### src/rtl/pscan_pkg.sv
package pscan_pkg;

    localparam int MAXN  = 64;
    localparam int POS_W = 8;

    typedef enum logic {
        MODE_FUNC  = 1'b0,
        MODE_SHIFT = 1'b1
    } scan_mode_e;

    // Index of the scanned flop at chain position p, or -1 when none.
    function automatic int flop_at(
        input logic [MAXN-1:0]       mask,
        input logic [MAXN*POS_W-1:0] pos,
        input int                    n,
        input int                    p
    );
        int found;
        found = -1;
        for (int i = 0; i < n; i++) begin
            if (mask[i] && (int'(pos[i*POS_W +: POS_W]) == p)) begin
                found = i;
            end
        end
        return found;
    endfunction

endpackage

### src/rtl/pscan_route.sv
module pscan_route
    import pscan_pkg::*;
#(
    parameter int                   N         = 8,
    parameter logic [N-1:0]         SCAN_MASK = '0,
    parameter logic [N*POS_W-1:0]   CHAIN_POS = '0
) (
    input  logic [N-1:0] cur_q,
    input  logic         scan_in,
    output logic [N-1:0] shift_src
);

    for (genvar i = 0; i < N; i++) begin : g_src
        if (SCAN_MASK[i]) begin : g_chained
            localparam int POS = int'(CHAIN_POS[i*POS_W +: POS_W]);
            if (POS == 0) begin : g_head
                assign shift_src[i] = scan_in;
            end else begin : g_link
                localparam int PRED = flop_at(MAXN'(SCAN_MASK), (MAXN*POS_W)'(CHAIN_POS), N, POS - 1);
                assign shift_src[i] = cur_q[PRED];
            end
        end else begin : g_frozen
            assign shift_src[i] = cur_q[i];
        end
    end

endmodule

### src/rtl/pscan_bypass.sv
module pscan_bypass
    import pscan_pkg::*;
(
    input  logic clk,
    input  logic rst,
    input  logic scan_mode,
    input  logic scan_in,
    output logic scan_out
);

    logic byp_d, byp_q;

    always_comb begin
        byp_d = byp_q;
        if (rst) begin
            byp_d = 1'b0;
        end else if (scan_mode == MODE_SHIFT) begin
            byp_d = scan_in;
        end
    end

    always_ff @(posedge clk) begin
        byp_q <= byp_d;
    end

    assign scan_out = byp_q;

    AST_BYPASS_SHIFT: assert property (@(posedge clk) disable iff (rst)
        scan_mode |=> (scan_out == $past(scan_in)));
    AST_BYPASS_HOLD: assert property (@(posedge clk) disable iff (rst)
        !scan_mode |=> $stable(scan_out));

endmodule

### src/rtl/pscan_bank.sv
module pscan_bank
    import pscan_pkg::*;
#(
    parameter int                 N         = 8,
    parameter logic [N-1:0]       SCAN_MASK = 8'b1011_0110,
    parameter logic [N*POS_W-1:0] CHAIN_POS = {8'd0, 8'hFF, 8'd4, 8'd2, 8'hFF, 8'd1, 8'd3, 8'hFF}
) (
    input  logic         clk,
    input  logic         rst,
    input  logic         scan_mode,
    input  logic         scan_in,
    input  logic [N-1:0] next_state,
    output logic [N-1:0] state,
    output logic         scan_out
);

    localparam int NSCAN  = $countones(SCAN_MASK);
    localparam int TAIL_R = (NSCAN > 0) ? flop_at(MAXN'(SCAN_MASK), (MAXN*POS_W)'(CHAIN_POS), N, NSCAN - 1) : 0;
    localparam int TAIL   = (TAIL_R < 0) ? 0 : TAIL_R;

    typedef struct packed {
        logic [N-1:0] flops;
    } bank_t;

    bank_t        bank_d, bank_q;
    logic [N-1:0] shift_src;

    pscan_route #(
        .N         (N),
        .SCAN_MASK (SCAN_MASK),
        .CHAIN_POS (CHAIN_POS)
    ) u_route (
        .cur_q     (bank_q.flops),
        .scan_in   (scan_in),
        .shift_src (shift_src)
    );

    always_comb begin
        bank_d = bank_q;
        if (rst) begin
            bank_d.flops = '0;
        end else if (scan_mode == MODE_SHIFT) begin
            bank_d.flops = shift_src;
        end else begin
            bank_d.flops = next_state;
        end
    end

    always_ff @(posedge clk) begin
        bank_q <= bank_d;
    end

    assign state = bank_q.flops;

    if (NSCAN == 0) begin : g_no_chain
        pscan_bypass u_byp (
            .clk       (clk),
            .rst       (rst),
            .scan_mode (scan_mode),
            .scan_in   (scan_in),
            .scan_out  (scan_out)
        );
    end else begin : g_chain_out
        assign scan_out = bank_q.flops[TAIL];

        AST_TAIL_CAPTURE: assert property (@(posedge clk) disable iff (rst)
            !scan_mode |=> (scan_out == $past(next_state[TAIL])));
    end

    AST_RESET_CLEAR: assert property (@(posedge clk)
        rst |=> (state == '0));
    AST_RESET_OVER_SHIFT: assert property (@(posedge clk)
        (rst && scan_mode) |=> (state == '0));
    AST_FUNC_LOAD: assert property (@(posedge clk) disable iff (rst)
        !scan_mode |=> (state == $past(next_state)));
    AST_UNSCANNED_FROZEN: assert property (@(posedge clk) disable iff (rst)
        scan_mode |=> ((state & ~SCAN_MASK) == $past(state & ~SCAN_MASK)));

    for (genvar i = 0; i < N; i++) begin : g_chk
        if (SCAN_MASK[i]) begin : g_scanned
            localparam int POS = int'(CHAIN_POS[i*POS_W +: POS_W]);
            if (POS == 0) begin : g_head
                AST_HEAD_TAKES_IN: assert property (@(posedge clk) disable iff (rst)
                    scan_mode |=> (state[i] == $past(scan_in)));
            end else begin : g_link
                localparam int PRED = flop_at(MAXN'(SCAN_MASK), (MAXN*POS_W)'(CHAIN_POS), N, POS - 1);
                AST_CHAIN_ADVANCE: assert property (@(posedge clk) disable iff (rst)
                    scan_mode |=> (state[i] == $past(state[PRED])));
            end
        end
    end

endmodule

### config.mk
export PLATFORM = sky130hd
export DESIGN_NAME = pscan_bank
export DESIGN_NICKNAME = d
export VERILOG_FILES = /design/src/rtl/pscan_pkg.sv /design/src/rtl/pscan_route.sv /design/src/rtl/pscan_bypass.sv /design/src/rtl/pscan_bank.sv
export SDC_FILE = /design/constraint.sdc
export NUM_CORES = 1
export LEC_CHECK = 0
export ABC_AREA = 1
export CAP_MARGIN = 30
export CORE_AREA = 2 2 39 41
export DETAILED_ROUTE_END_ITERATION = 16
export DIE_AREA = 0 0 41 43
export REMOVE_ABC_BUFFERS = 1
export SYNTH_ARGS = -nofsm -noshare
export SYNTH_HDL_FRONTEND = slang
export SYNTH_SLANG_ARGS = --single-unit
### constraint.sdc
create_clock -name clk -period 1.98 [get_ports clk]
set_clock_uncertainty 0.15 [all_clocks]
set_input_delay 0.198 -clock clk [delete_from_list [all_inputs] [get_ports clk]]
set_output_delay 0.198 -clock clk [all_outputs]
set_load 0.02 [all_outputs]
==> results by group <==
STA
  • Final period utilization: 77.0%
  • Fin. Hold Viols: 0
  • Final setup fails: 0
  • WHS: 0.353 ns
  • Rel. slew slack: 65.1%
  • RSZ-0062 raised after global routing: no
  • Post-layout minimum cycle time: 1.53 ns
  • Slew @ Worst Pin: 0.522 ns
  • Achievable frequency: 656 MHz
  • Setup_tns: 0 ns
  • Max Slew Vio Count: 0

Setup path
  • R2r endpoint: state[0]
  • CP Cell Sequence: clkdlybuf4s50_1
  • CP max-delay cell: clkdlybuf4s50_1
  • Critical Path Source: state[0]
  • Setup crit end kind: primary output
  • Worst path buffer plus inverter count: 1
  • CP required: 1.63 ns
  • R2R setup slack: 1.21 ns
  • Max stage delay on crit path: 0.60 ns
  • RR Startpoint: state[0]
  • R2R cell count: 4
  • Worst EP arrival: 1.18 ns
  • CP startpoint kind: flip-flop
  • Largest delay share family, worst path: buffers and inverters
  • CP Class: reg2out
  • Crit Path Max Fanout: 2

Layout
  • Nets: 86
  • Commonest non-fill, non-tap cell in the layout: clkdlybuf4s50_1
  • Antenna Cells: 0
  • Commonest cells after routing, fill and taps aside: 20 x clkdlybuf4s50_1, 15 x nor2_1, 15 x nand2_1, 9 x inv_1, 8 x dfxtp_1
  • Max reg flops: 8
  • Share of cells above drive strength 1: under 10%
  • Area delta synth->final: 60.9%
  • Fillers: 143

GRT
  • Total congestion overflow: 0
  • Initial antenna violation count: 0
  • Number of global-route vias before repair: 253
  • GRT Resource Usage Total: between 8 and 9%
  • First-pass GRT wire length: approximately 930 um
  • Largest net degree at the start of global routing: 17

Floorplanning
  • Die Ht: about 43 um
  • Row count: 14
  • Initial Util: between 20% and 30%
  • Core Area: 1380 um2
  • Boundary pin count: 21
  • Die W: slightly above 40 um
  • Die area: 1760 um2

Status
  • Outcome: finished clean

CTS
  • TritonCTS clock tree: yes
  • Worst-path clk slew: 0.06 ns
  • Clock insertion delay at the later pin of the skew report: 0.25 ns
  • Num CTS Buffers: 3
  • Clk sinks: 8
  • H-tree levels: 1
  • Setup Fix Bufs, Post-CTS: 0
  • Cts-stage hold buffer count: 0
  • Clock Path Buffers: 2
  • Root Driver: clkbuf_4
  • Post_cts resized: 0

Hold path
  • Hold Path Class: reg2reg
  • Hold Crit Start: state[3]
  • WHS Path Cells: 4
  • Worst Hold End: state[3]

Routing
  • Detailed Route Iter0 Violations: 2
  • Number of routed nets with antenna violations: 0
  • Residual DRC: 0
  • Pre-antenna DRT Iters: 4
  • Via density: 3.78
  • WL/cell: 7.01 um
  • Routed Wire Length: between 600 and 700 um
  • Vias: around 330

Synth
  • Cell area after synthesis: roughly 350 um2
  • Synth top area share: 45.9%
  • Unique masters post-synth: 8
  • #FFs+latches synth: 8
  • Cells after synthesis: 52
  • Register area share after synthesis: 45.9%
  • Ys Warns: 0
  • Syn_area_per_cell: 6.71 um2
  • Area contributors post-synth: dfxtp_1 46%, nand2_1 16%, nor2_1 16%, inv_1 9.7%, buf_6 6.5%
  • Cell accounting for the most synthesized area: dfxtp_1

Job
  • Maxcap violations: 0

Place
  • Port-buffer cells: 20
  • Final RePlAce weighted congestion: 0.576

Pwr
  • Worst vdd ir: between 0.2 and 0.3 mV
  • Leak: 0.000267 uW
  • Pwr/cell area: 695 nW/um2
## power breakdown
part	switching (uW)	leakage [uW]	total [uW]	internal (uW)
clock network	53.0	0.0000138	122	69.2
logic	41.0	0.000187	90.5	49.5
registers	4.96	0.0000666	178	173
## per-layer routing
metal  up-vias  wire (um)  GRT usage, %  part of all wire [%]
met5         -          0             0                     0
met4         0          0          8.00                     0
met3         0         55          3.14                   8.9
met2        13        278          10.3                    45
met1       136        282          10.0                    46
li1        184          -             -                     -
## logic make-up (layout without fill, tap and decap cells)
group	after synthesis	after routing	share of synthesized area, %
and+or+nand+nor	32	32	35.8
buffers and inverters	12	32	18.3
DFF	8	8	45.9
## synthesized netlist by cell type
cell     number
nor2_1       15
dfxtp_1       8
inv_1         9
buf_4         1
nand2_2       1
nand2_1      15
nor2_2        1
buf_6         2
## how the worst max path moves through the flow
stage	to	slack (ns)	cells after the start
floorplan	scan_out	1.11	0
global placement	state[0]	0.52	4
detailed placement	state[3]	0.50	4
CTS	state[4]	0.44	1
global route	state[6]	0.41	1
finish	state[0]	0.45	1
## cell type report
cell class	instances	area (um2)	share of cell area, %
clock buffers	3	22.5	4.01
inverters	9	33.8	6.01
multi-input cells	32	125	22.3
flip-flops and latches	8	160	28.5
well taps	16	20.0	3.56
repair buffers	20	200	35.6
## metrics by stage
stage                     instances  setup slack, ns  cell area, um2  util, %  total power [uW]
after global placement           85            0.520             539     39.0               272
after global routing             88            0.410             562     40.6               415
after detailed placement         85            0.499             539     39.0               273
after floorplan                  49             1.11             319        -               220
after CTS                        88            0.443             562     40.6               398
final                            88            0.455             562     40.6               390
Power figures use the tool's default switching activity.
